### src/rtl/fts_pkg.sv
package fts_pkg;
  typedef enum logic [2:0] {
    ST_RUNNING  = 3'd0,
    ST_IDLE     = 3'd1,
    ST_SQUASH   = 3'd2,
    ST_BLOCKED  = 3'd3,
    ST_ACC_DONE = 3'd4,
    ST_WAIT_RSP = 3'd5,
    ST_WAIT_RTY = 3'd6,
    ST_QUIESCE  = 3'd7
  } thr_status_e;

  typedef enum logic [2:0] {
    POL_SINGLE = 3'd0,
    POL_RR     = 3'd1,
    POL_BRANCH = 3'd2,
    POL_IQ     = 3'd3,
    POL_LSQ    = 3'd4
  } fetch_pol_e;

  localparam int unsigned ST_W = 3;
endpackage

### src/rtl/fts_elig.sv
module fts_elig
  import fts_pkg::*;
#(
  parameter int unsigned NUM_THREADS = 4
) (
  input  logic [NUM_THREADS-1:0]      active_i,
  input  logic [ST_W*NUM_THREADS-1:0] status_i,
  output logic [NUM_THREADS-1:0]      elig_o
);
  for (genvar t = 0; t < NUM_THREADS; t++) begin : g_thr
    thr_status_e st;
    assign st = thr_status_e'(status_i[t*ST_W +: ST_W]);
    assign elig_o[t] = active_i[t] &&
                       (st == ST_RUNNING || st == ST_IDLE || st == ST_ACC_DONE);
  end
endmodule

### src/rtl/fts_rr_list.sv
module fts_rr_list #(
  parameter int unsigned NUM_THREADS = 4,
  parameter int unsigned TID_W       = 2
) (
  input  logic                   clk_i,
  input  logic                   rst_ni,
  input  logic [NUM_THREADS-1:0] elig_i,
  input  logic                   rotate_i,
  output logic [TID_W-1:0]       pick_o,
  output logic                   found_o
);
  localparam int unsigned POS_W = TID_W;

  logic [TID_W-1:0] order_q [NUM_THREADS];
  logic [TID_W-1:0] order_d [NUM_THREADS];
  logic [POS_W-1:0] pos;

  // first eligible entry from the front
  always_comb begin
    found_o = 1'b0;
    pick_o  = '0;
    pos     = '0;
    for (int k = 0; k < NUM_THREADS; k++) begin
      if (!found_o && elig_i[order_q[k]]) begin
        found_o = 1'b1;
        pick_o  = order_q[k];
        pos     = POS_W'(k);
      end
    end
  end

  // remove picked entry, close the gap, append it at the back
  always_comb begin
    for (int k = 0; k < NUM_THREADS; k++) order_d[k] = order_q[k];
    if (rotate_i && found_o) begin
      for (int k = 0; k < NUM_THREADS - 1; k++)
        if (POS_W'(k) >= pos) order_d[k] = order_q[k+1];
      order_d[NUM_THREADS-1] = pick_o;
    end
  end

  always_ff @(posedge clk_i or negedge rst_ni) begin
    if (!rst_ni) begin
      for (int k = 0; k < NUM_THREADS; k++) order_q[k] <= TID_W'(k);
    end else begin
      for (int k = 0; k < NUM_THREADS; k++) order_q[k] <= order_d[k];
    end
  end

  logic [NUM_THREADS-1:0] seen;
  logic [NUM_THREADS*TID_W-1:0] order_flat;
  always_comb begin
    seen = '0;
    for (int k = 0; k < NUM_THREADS; k++) begin
      seen[order_q[k]] = 1'b1;
      order_flat[k*TID_W +: TID_W] = order_q[k];
    end
  end

  // list stays a permutation (ascending start, R3)
  p_perm_r3: assert property (@(posedge clk_i) disable iff (!rst_ni)
    $countones(seen) == NUM_THREADS);
  p_rot_back_r4: assert property (@(posedge clk_i) disable iff (!rst_ni)
    (rotate_i && found_o) |=> order_q[NUM_THREADS-1] == $past(pick_o));
  p_hold_r11: assert property (@(posedge clk_i) disable iff (!rst_ni)
    !rotate_i |=> $stable(order_flat));
endmodule

### src/rtl/fts_min_occ.sv
module fts_min_occ #(
  parameter int unsigned NUM_THREADS = 4,
  parameter int unsigned CNT_W       = 6,
  parameter int unsigned TID_W       = 2
) (
  input  logic [NUM_THREADS-1:0]       elig_i,
  input  logic [CNT_W*NUM_THREADS-1:0] cnt_i,
  output logic [TID_W-1:0]             pick_o,
  output logic                         found_o
);
  logic [CNT_W-1:0] best;

  // strict compare keeps the lower id on ties
  always_comb begin
    found_o = 1'b0;
    pick_o  = '0;
    best    = '0;
    for (int i = 0; i < NUM_THREADS; i++) begin
      if (elig_i[i] && (!found_o || cnt_i[i*CNT_W +: CNT_W] < best)) begin
        found_o = 1'b1;
        pick_o  = TID_W'(i);
        best    = cnt_i[i*CNT_W +: CNT_W];
      end
    end
  end
endmodule

### src/rtl/fetch_thread_sel.sv
module fetch_thread_sel
  import fts_pkg::*;
#(
  parameter int unsigned NUM_THREADS = 4,
  parameter int unsigned CNT_W       = 6,
  localparam int unsigned TID_W      = (NUM_THREADS > 1) ? $clog2(NUM_THREADS) : 1
) (
  input  logic                         clk_i,
  input  logic                         rst_ni,
  input  logic [2:0]                   policy_i,
  input  logic [NUM_THREADS-1:0]       active_i,
  input  logic [ST_W*NUM_THREADS-1:0]  status_i,
  input  logic [CNT_W*NUM_THREADS-1:0] iq_cnt_i,
  input  logic [CNT_W*NUM_THREADS-1:0] lsq_cnt_i,
  input  logic                         grant_i,
  output logic [TID_W-1:0]             tid_o,
  output logic                         valid_o
);
  logic [NUM_THREADS-1:0]       elig;
  logic [CNT_W*NUM_THREADS-1:0] occ_sel;
  logic [TID_W-1:0]             rr_pick, occ_pick;
  logic                         rr_found, occ_found, rotate;
  fetch_pol_e                   pol;

  assign pol = fetch_pol_e'(policy_i);

  fts_elig #(.NUM_THREADS(NUM_THREADS)) u_elig (
    .active_i (active_i),
    .status_i (status_i),
    .elig_o   (elig)
  );

  assign rotate = grant_i && (pol == POL_RR) && rr_found && (NUM_THREADS > 1);

  fts_rr_list #(.NUM_THREADS(NUM_THREADS), .TID_W(TID_W)) u_rr (
    .clk_i    (clk_i),
    .rst_ni   (rst_ni),
    .elig_i   (elig),
    .rotate_i (rotate),
    .pick_o   (rr_pick),
    .found_o  (rr_found)
  );

  assign occ_sel = (pol == POL_LSQ) ? lsq_cnt_i : iq_cnt_i;

  fts_min_occ #(.NUM_THREADS(NUM_THREADS), .CNT_W(CNT_W), .TID_W(TID_W)) u_occ (
    .elig_i  (elig),
    .cnt_i   (occ_sel),
    .pick_o  (occ_pick),
    .found_o (occ_found)
  );

  if (NUM_THREADS == 1) begin : g_one
    assign valid_o = elig[0];
    assign tid_o   = '0;
  end else begin : g_multi
    always_comb begin
      valid_o = 1'b0;
      tid_o   = '0;
      unique case (pol)
        POL_RR: begin
          valid_o = rr_found;
          tid_o   = rr_found ? rr_pick : '0;
        end
        POL_IQ, POL_LSQ: begin
          valid_o = occ_found;
          tid_o   = occ_found ? occ_pick : '0;
        end
        default: ;  // single (illegal here), branch, reserved
      endcase
    end
  end

  p_valid_elig_r1: assert property (@(posedge clk_i) disable iff (!rst_ni)
    valid_o |-> elig[tid_o]);
  p_none_r5: assert property (@(posedge clk_i) disable iff (!rst_ni)
    !valid_o |-> tid_o == '0);
  p_branch_none_r6: assert property (@(posedge clk_i) disable iff (!rst_ni)
    (NUM_THREADS > 1 && policy_i == 3'd2) |-> !valid_o);
endmodule

### config.mk
export PLATFORM = sky130hd
export DESIGN_NAME = fetch_thread_sel
export DESIGN_NICKNAME = d
export VERILOG_FILES = /design/src/rtl/fts_pkg.sv /design/src/rtl/fts_elig.sv /design/src/rtl/fts_rr_list.sv /design/src/rtl/fts_min_occ.sv /design/src/rtl/fetch_thread_sel.sv
export SDC_FILE = /design/constraint.sdc
export NUM_CORES = 1
export LEC_CHECK = 0
export ABC_AREA = 1
export BUFFER_PORTS_ARGS = -buffer_cell sky130_fd_sc_hd__buf_2
export CAP_MARGIN = 5
export CORE_MARGIN = 2
export CORE_UTILIZATION = 40
export CTS_BUF_LIST = sky130_fd_sc_hd__clkbuf_8
export CTS_CLUSTER_SIZE = 14
export DETAILED_ROUTE_END_ITERATION = 16
export GPL_ROUTABILITY_DRIVEN = 0
export MAX_ROUTING_LAYER = met4
export PLACE_DENSITY = 0.75
export SLEW_MARGIN = 20
export SYNTH_ARGS = -nofsm -noshare
export SYNTH_HDL_FRONTEND = slang
export SYNTH_SLANG_ARGS = --single-unit
### constraint.sdc
create_clock -name clk_i -period 8.8 [get_ports clk_i]
set_input_delay 0.88 -clock clk_i [delete_from_list [all_inputs] [get_ports clk_i]]
set_output_delay 0.88 -clock clk_i [all_outputs]
set_load 0.03 [all_outputs]
==> results of run 1 <==
==> layout make-up <==
cell class	count	area, um2	share of cell area
repair buffers	72	360	0.188
well taps	48	60.1	0.0313
clock buffers	3	41.3	0.0215
inverters	23	86.3	0.0450
multi-input cells	231	1160	0.605
flip-flops and latches	8	205	0.107
clock inverters	1	3.75	0.00196
==> cells in the final DEF, fill, tap and decap left out, drive strengths merged, types with 2 or more instances in the layout <==
master  netlist  layout
nand3        12      12
ha           15      15
nand2       124     124
buf           3      72
clkbuf        3       3
o21ai        33      33
a21oi         7       7
nor2         29      29
a211oi        3       3
mux2i         2       2
dfstp         4       4
dfrtp         4       4
inv          22      23
==> per-stage QoR <==
stage                     instances  utilization  setup WS (ps)  hold WS [ps]
final                           386        0.532           2310           469
after global placement          382        0.519           2420           484
after detailed placement        382        0.519           2280           492
after CTS                       386        0.532           2260           468
after global routing            386        0.532           1690           477
after floorplan                 268            -           2880           465
==> per-layer routing <==
metal / share of wire / global-route usage / up-vias / wire [um]
met2: 0.44 / 0.312 / 57 / 1600
met1: 0.49 / 0.247 / 775 / 1800
met5: 0 / - / - / 0
met4: 0.013 / 0.0559 / 0 / 46
met3: 0.057 / 0.0260 / 5 / 210
li1: - / - / 1007 / -
==> power groups by stage <==
stage	registers [mW]	logic [mW]	clock network [mW]
2_1_floorplan	0.0694	0.126	0
3_3_place_gp	0.0739	0.165	0
3_5_place_dp	0.0744	0.167	0
4_1_cts	0.0738	0.168	0.0489
5_1_grt	0.0761	0.193	0.0505
6_report	0.0734	0.168	0.0476
==> cell families after synthesis <==
kind of cell,count (synthesis),share of synthesized area
compound gates,47,0.172
fa+ha+maj,15,0.127
buf+inv,29,0.0746
flops,8,0.139
mux,2,0.0136
simple gates,167,0.474
==> path summary, 6_finish.rpt <==
| path | endpoint | cells past startpoint |
|---|---|---|
| setup / recovery | tid_o[0] | 35 |
| hold / removal | u_rr.order_flat[0] | 1 |
| setup reg to reg | u_rr.order_flat[0] | 14 |
| hold reg to reg | u_rr.order_flat[2] | 2 |
| max in group asynchronous | u_rr.order_flat[6] | 1 |
| min in group clk_i | u_rr.order_flat[2] | 2 |
==> results.ini, run 1 <==
[synthesis]
ys.warnings.count = 0
syn-num-nets = 353
yosysSeqAreaShare = 0.139
netlist.area_leader.share = 0.297
async_flop_share = 1.00
synth_common_cells = nand2_1, nor2_1, o21ai_1
syn_inst = 268
synth_most_common_cell = nand2_1
ys_ff_latch = 8
netlist_area_um2 = 1480
synthTopCellsByArea = nand2_1, ha_1, dfstp_2
ys.flop_type = dfstp_2
synth-edff-count = 0
yosys.area.top_type = nand2_1
avgSynthCellArea_um2 = 5.51
synthDistinctLibCells = 27

[detailed_routing]
routedWlPerCell_um = 9.48
vias = 1844
drtPass1Iterations = 5
totalWireLength_um = 3660
postRouteAntennaNets = 0
drc = 0
vias_per_cell = 4.78
drt_iter0_drc = 66

[critical_path]
cpMostUsedCell = nand2_1
crit_fanout = 26
crit_path_start = policy_i[1]
arrival_ps = 5610
worstSetupPathType = in -> out
cp.buffers_inverters = 3
max_stage_delay_ps = 460
start_kind = primary input
cp_top_family = simple AND/OR/NAND/NOR gates
crit_path_top_delay_cell = inv_1
crit_required_ps = 7920
reg2reg_from = u_rr.order_flat[5]
rrSetupSlack_ps = 6630
critPathCaptureType = primary output

[pwr]
pwr-share-comb = 0.582
p_sw_mw = 0.133
ir_drop_mv = 0.0668
power.density_nw_per_um2 = 151
swShare = 0.461
p_int_mw = 0.156
p_seq_frac = 0.254
power_leakage_nw = 1.12
pwr-share-clk = 0.165
p_total_mw = 0.289

[run_status]
status = finished clean

[global_routing]
grt_pass1_vias = 1587
grt_pass1_wl_um = 6330
track_usage = 0.191
grt_antenna_before_repair = 0
overflow = 0
grt_start_max_net_pins = 27

[floorplanning]
die_x_um = 64.8
ios = 73
fp.dieH_um = 64.8
dieArea_um2 = 4190
fp-row-count = 22
initial_core_util = 0.409
core_um2 = 3610

[clocking]
clockRootBuffer = clkbuf_8
clk_path_buf_depth = 2
post_cts_buffers = 0
cts.sinks = 8
cts_resized = 0
clk_latency_ps = 240
tritoncts = done
cts_made_buffers = 3
htree_levels = 1
cts_hold_buf = 0
clk_pin_slew_worst_paths_ps = 40

[sta]
final.setup.tns_ps = 0
finalMaxSlewViolations = 0
hold_viol = 0
setup_viol = 0
period_minus_slack_ps = 6490
fin_worst_skew_ps = 1.21
fmax_mhz = 154
relSlewSlack = 0.649
worstMarginPinSlew_ps = 526
grt_setup_unrepaired = no
period_share = 0.738

[cells_and_area]
fillerInstances = 381
num-nets-final = 424
layout-drive-gt1-share = 0.296
area.growth.synth_to_final_pct = 29.9
largest_reg_flops = 8
diodes = 0
post-route-cell-area_um2 = 1920

[placement]
detailed_place_hpwl_um = 3110
placedInstanceArea_um2 = 1870
port_buffers = 72

[flow_run]
cap_violations = 0

[min_path]
hp-class = in -> async

Power figures use the tool's default switching activity.
==> inputs of run 2 (changes only) <==
ABC_AREA = 0   (was 1)
PLACE_DENSITY = 0.76   (was 0.75)
clock period = 5.7 ns   (was 8.8 ns; I/O delays follow)
==> run 2 against run 1 <==
  * The run now ends with setup timing left
  * Cell count is 9.6% lower
  * Synthesized cell count is 29% lower
  * Design area is 39% higher
  * Clock-buffer cell count stayed put
  * First-iteration DRC count is 33% higher
  * Power is 27% higher
  * Clock skew is 2.3 ps higher
  * Critical endpoint unchanged
  * Highest routed layer unchanged
==> results.ini, run 2 <==
[run_status]
status = finished, violations left  ; was finished clean
violations = setup timing

[critical_path]
reg2reg_from = u_rr.order_flat[2]  ; was u_rr.order_flat[5]
worstSetupPathType = in -> out  ; unchanged
crit_required_ps = 5130  ; was 7920 ps
crit_path_top_delay_cell = a311o_2  ; was inv_1
start_kind = primary input  ; unchanged
r2r-end = u_rr.order_flat[7]  ; was u_rr.order_flat[0]
rr_worst_depth = 6  ; was 14
critPathCaptureType = primary output  ; unchanged
max_stage_delay_ps = 370  ; was 460 ps
crit_fanout = 8  ; was 26
crit_path_start = policy_i[0]  ; was policy_i[1]
arrival_ps = 5570  ; was 5610 ps
rrSetupSlack_ps = 3680  ; was 6630 ps

[sta]
period_share = 1.08
worstMarginPinSlew_ps = 436  ; was 526 ps
fmax_mhz = 163
setup_ws_ps = -438  ; was 2310 ps
finalMaxSlewViolations = 0  ; unchanged
period_minus_slack_ps = 6140
relSlewSlack = 0.708  ; was 0.649
setup_viol = 2  ; was 0
fin_worst_skew_ps = 3.47  ; was 1.21 ps
hold_viol = 0  ; unchanged
grt_setup_unrepaired = yes  ; was no

[cells_and_area]
mostFrequentLayoutCell = buf_2  ; was nand2_1
fin_util = 0.665  ; was 0.532
area.growth.synth_to_final_pct = 59.0  ; was 29.9%
diodes = 0  ; unchanged
num-nets-final = 385  ; was 424
multi_input_area_um2 = 1630  ; was 1160 um2
largest_reg_flops = 8  ; unchanged
finalNonFillerCells = 349  ; was 386
layout-drive-gt1-share = 0.639  ; was 0.296
seq_area_um2 = 205  ; unchanged
final_cell_mix = buf_2, buf_4, mux2_2, nand2_1, buf_6  ; was nand2_1, buf_2, nor2_1, o21ai_1
fillerInstances = 320  ; was 381

[detailed_routing]
vias = 1897  ; was 1,844
drt_iter0_drc = 88  ; was 66
drtPass1Iterations = 4  ; was 5
vias_per_cell = 5.44  ; was 4.78
postRouteAntennaNets = 0  ; unchanged
routedWlPerCell_um = 14.5  ; was 9.48 um
totalWireLength_um = 5060  ; was 3660 um
drc = 0  ; unchanged

[synthesis]
syn-num-nets = 276  ; was 353
ys.warnings.count = 0  ; unchanged
netlist.area_leader.share = 0.182  ; was 0.297
syn_inst = 191  ; was 268
synthTopCellsByArea = mux2_2, ha_1, dfstp_2  ; was nand2_1, ha_1, dfstp_2
async_flop_share = 1.00  ; unchanged
netlist_area_um2 = 1670  ; was 1480 um2
avgSynthCellArea_um2 = 8.76  ; was 5.51 um2
synth_common_cells = mux2_2, nand2_1, a21oi_1, ha_1  ; was nand2_1, nor2_1, o21ai_1
synth_most_common_cell = mux2_2  ; was nand2_1
yosys.area.top_type = mux2_2  ; was nand2_1
yosysSeqAreaShare = 0.123  ; was 0.139
ys_ff_latch = 8  ; unchanged
ys.flop_type = dfstp_2  ; unchanged
synth-edff-count = 0  ; unchanged
synthDistinctLibCells = 47  ; was 27

[placement]
detailed_place_hpwl_um = 3660  ; was 3110 um
dp_cells = 329  ; was 382
dp_slack_ps = -654  ; was 2280 ps
port_buffers = 72  ; unchanged

[clocking]
cts_made_buffers = 3  ; unchanged
clockRootBuffer = clkbuf_8  ; unchanged
clk_pin_slew_worst_paths_ps = 40  ; about the same
cts.sinks = 8  ; unchanged
clk_latency_ps = 220  ; was 240 ps
tritoncts = done  ; unchanged
htree_levels = 1  ; unchanged
clk_path_buf_depth = 2  ; unchanged

[floorplanning]
die_x_um = 68.7  ; was 64.8 um
ios = 73  ; unchanged
dieArea_um2 = 4720  ; was 4190 um2
core_um2 = 4000  ; was 3610 um2
fp-row-count = 23  ; was 22
fp.dieH_um = 68.7  ; was 64.8 um
initial_core_util = 0.418  ; was 0.409

[global_routing]
track_usage = 0.215  ; was 0.191
grt_pass1_vias = 1844  ; was 1,587
overflow = 0  ; unchanged
grt_antenna_before_repair = 0  ; unchanged
grt_start_max_net_pins = 16  ; was 27
grt_pass1_wl_um = 7600  ; was 6330 um

[min_path]
hp-class = in -> async  ; unchanged

[pwr]
ir_drop_mv = 0.158  ; was 0.0668 mV
power.density_nw_per_um2 = 138  ; was 151 nW/um2
p_total_mw = 0.368  ; was 0.289 mW
power_leakage_nw = 1.26  ; was 1.12 nW

[flow_run]
cap_violations = 0  ; unchanged

==> run 2: kinds of logic after synthesis <==
family                   share of synthesized area
flip-flops                                   0.123
AO/OA/AOI/OAI                                0.193
adder cells (fa/ha/maj)                      0.112
AND/OR/NAND/NOR                              0.260
multiplexers                                 0.277
buffers and inverters                       0.0359
==> run 2: how the worst max path moves through the flow <==
stage / endpoint / slack [ps] / depth (start not counted)
finish: tid_o[0] / -440 / 29
floorplan: tid_o[0] / -30 / 29
global route: tid_o[0] / -710 / 29
detailed placement: tid_o[0] / -650 / 28
global placement: tid_o[0] / -460 / 29
CTS: tid_o[0] / -330 / 30
==> run 2: per-stage QoR <==
step	TNS (ps)	hold WS, ps	area [um2]
finish	-821	172	2660
global route	-1360	168	2660
CTS	-538	174	2580
detailed placement	-1220	411	2300
floorplan	-28.3	274	1760
global placement	-818	409	2300
==> run 2: critical path, delay by kind of cell <==
family / cells / cell delay (ps)
AOI/OAI and AO/OA: 12 / 1930
adders and majority gates: 3 / 860
buffers and inverters: 4 / 500
muxes: 1 / 310
and+or+nand+nor: 9 / 1400
==> run 2: area by class of cell <==
class / count / share of cell area
Clock buffer: 3 / 0.0155
Clock inverter: 1 / 0.00141
Inverter: 4 / 0.00564
Multi-Input combinational cell: 174 / 0.614
Sequential cell: 8 / 0.0771
Tap cell: 50 / 0.0235
Timing Repair Buffer: 109 / 0.262
==> run 2: routing by layer <==
layer | global-route usage | share of wire
met5 | - | 0
met1 | 0.234 | 0.42
met3 | 0.0195 | 0.034
met4 | 0.0625 | 0.019
met2 | 0.411 | 0.52
==> run 2: report_power, final <==
part / leakage (nW) / internal [mW] / switching (mW) / total (mW)
Combinational: 1.14 / 0.119 / 0.106 / 0.225
Sequential: 0.0970 / 0.0680 / 0.00976 / 0.0777
Clock: 0.0269 / 0.0464 / 0.0194 / 0.0658
Total: 1.26 / 0.233 / 0.135 / 0.368
==> run 2: timing repair <==
item / 4_1_cts / 5_1_grt
pin swaps: 25 / 24
buffers inserted: 11 / 4
gates cloned: 2 / 0
resized for setup: 34 / 18
setup endpoints to repair: 2 / 2
hold buffers: 0 / 0
==> inputs of run 3 (changes only) <==
ABC_AREA = 1   (was 0)
PLACE_DENSITY = 0.78   (was 0.76)
==> run 3 against run 2 <==
  * The flow now finishes without violations
  * Core utilization is 12 points lower
  * Die area down 11%
  * Sequential share of layout area increased by 2.7 points
  * Clock skew increased by 5.2 ps
  * Combinational power up 20%
  * First-iteration DRC count shrank 24%
  * Critical path depth grew 6
  * Via count shrank 0.90%
  * Clock-buffer cell count unchanged
  * Routed wire length shrank 25%
  * Sequential power increased by 45%
  * Maximum frequency rose by 16%
  * Critical endpoint unchanged
==> results.ini, run 3 (synthesized netlist as in run 1, its figures left out) <==
[critical_path]
crit_path_start = policy_i[1]  ; was policy_i[0]
rrSetupSlack_ps = 3520  ; was 3680 ps
max_stage_delay_ps = 310  ; was 370 ps
cp-endpoint = tid_o[0]  ; unchanged
worstSetupPathType = in -> out  ; unchanged
r2r-end = u_rr.order_flat[1]  ; was u_rr.order_flat[7]
crit_fanout = 25  ; was 8
arrival_ps = 4730  ; was 5570 ps
start_kind = primary input  ; unchanged
rr_worst_depth = 14  ; was 6
crit_path_top_delay_cell = ha_1  ; was a311o_2
reg2reg_from = u_rr.order_flat[2]  ; unchanged
crit_required_ps = 5130  ; about the same
critPathCaptureType = primary output  ; unchanged
cpMostUsedCell = nand2_1

[global_routing]
grt_start_max_net_pins = 26  ; was 16
grt_antenna_before_repair = 0  ; unchanged
grt_pass1_vias = 1573  ; was 1,844
top_usage_layer = met2  ; unchanged
overflow = 0  ; unchanged
track_usage = 0.189  ; was 0.215
use_met3 = 0.0260  ; was 0.0195
grt_pass1_wl_um = 6350  ; was 7600 um
grt_util_met1 = 0.256  ; was 0.234
grt_use_met2 = 0.307  ; was 0.411

[sta]
period_share = 0.930  ; was 1.08
fmax_mhz = 189  ; was 163 MHz
fin_worst_skew_ps = 8.70  ; was 3.47 ps
relSlewSlack = 0.707  ; was 0.708
hold_viol = 0  ; unchanged
period_minus_slack_ps = 5300  ; was 6140 ps
setup_viol = 0  ; was 2
finalMaxSlewViolations = 0  ; unchanged
setup_ws_ps = 400  ; was -438 ps
worstMarginPinSlew_ps = 436  ; about the same

[clocking]
htree_levels = 1  ; unchanged
clockRootBuffer = clkbuf_8  ; unchanged
clk_latency_ps = 240  ; was 220 ps
clk_path_buf_depth = 2  ; unchanged
tritoncts = done  ; unchanged
clk_pin_slew_worst_paths_ps = 40  ; about the same
cts_hold_buf = 0  ; unchanged
cts.sinks = 8  ; unchanged
cts_made_buffers = 3  ; unchanged

[pwr]
power.density_nw_per_um2 = 230  ; was 138 nW/um2
power_leakage_nw = 1.13  ; was 1.26 nW
ir_drop_mv = 0.165  ; was 0.158 mV

[detailed_routing]
vias_per_cell = 4.82  ; was 5.44
drtPass1Iterations = 4  ; unchanged
drt_iter0_drc = 67  ; was 88
vias = 1880  ; was 1,897
drc = 0  ; unchanged
postRouteAntennaNets = 0  ; unchanged
totalWireLength_um = 3820  ; was 5060 um
routedWlPerCell_um = 9.80  ; was 14.5 um

[cells_and_area]
num-nets-final = 428  ; was 385
final_cell_mix = nand2_1, buf_2, nor2_1, o21ai_1, ha_1  ; was buf_2, buf_4, mux2_2, nand2_1, buf_6
largest_reg_flops = 8  ; unchanged
layout-drive-gt1-share = 0.313  ; was 0.639
area.growth.synth_to_final_pct = 33.9  ; was 59.0%
mostFrequentLayoutCell = nand2_1  ; was buf_2
diodes = 0  ; unchanged
finalNonFillerCells = 390  ; was 349

[floorplanning]
fp.dieH_um = 64.8  ; was 68.7 um
dieArea_um2 = 4190  ; was 4720 um2
die_x_um = 64.8  ; was 68.7 um
ios = 73  ; unchanged
initial_core_util = 0.409  ; was 0.418
fp-row-count = 22  ; was 23
core_um2 = 3610  ; was 4000 um2

[placement]
port_buffers = 72  ; unchanged
dp_cells = 384  ; was 329
detailed_place_hpwl_um = 3150  ; was 3660 um
dp_slack_ps = 164  ; was -654 ps

[flow_run]
cap_violations = 0  ; unchanged

[min_path]
hp-class = in -> async  ; unchanged

[run_status]
status = finished clean  ; was finished, violations left

run 3: power by group:
| group | internal (mW) | switching, mW |
|---|---|---|
| Combinational | 0.106 | 0.165 |
| Sequential | 0.0923 | 0.0212 |
| Clock | 0.0467 | 0.0239 |
run 3: through the flow:
stage,cell area (um2),hold slack (ps),TNS [ps],power (mW),util
CTS,1930,164,0,0.448,0.536
global route,1980,173,-22.9,0.504,0.548
global placement,1890,415,0,0.369,0.524
finish,1980,164,0,0.455,0.548
detailed placement,1890,417,0,0.375,0.524
floorplan,1480,274,0,0.302,-
run 3: repair_timing:
action	4_1_cts	5_1_grt
setup endpoints to repair	0	2
resized for setup	0	11
buffers inserted	0	1
run 3: final cells by class:
class / instances / area, um2
Inverter: 23 / 90.1
Sequential cell: 8 / 205
Timing Repair inverter: 1 / 5.00
Clock inverter: 1 / 3.75
Timing Repair Buffer: 75 / 392
Multi-Input combinational cell: 231 / 1180
Clock buffer: 3 / 41.3
Fill cell: 391 / 1630
Tap cell: 48 / 60.1
run 3: critical path, delay by kind of cell:
family          cells  cell delay, ps
compound gates      8            1060
simple gates       21            1690
fa+ha+maj           3             880
buf+inv             3             490
run 3: routing by layer:
metal / up-vias / part of all wire / wire (um)
li1: 1022 / - / -
met1: 796 / 0.48 / 1840
met2: 60 / 0.46 / 1740
met3: 2 / 0.058 / 222
met4: 0 / 0.0044 / 17
met5: - / 0 / 0
run 3: how the worst min path moves through the flow:
| stage | slack, ps | cells past startpoint | end | startpoint |
|---|---|---|---|---|
| finish | 160 | 1 | u_rr.order_flat[3] | rst_ni |
| global route | 170 | 1 | u_rr.order_flat[3] | rst_ni |
| CTS | 160 | 1 | u_rr.order_flat[0] | rst_ni |
| detailed placement | 420 | 1 | u_rr.order_flat[0] | rst_ni |
| global placement | 420 | 1 | u_rr.order_flat[0] | rst_ni |
| floorplan | 270 | 0 | u_rr.order_flat[0] | rst_ni |
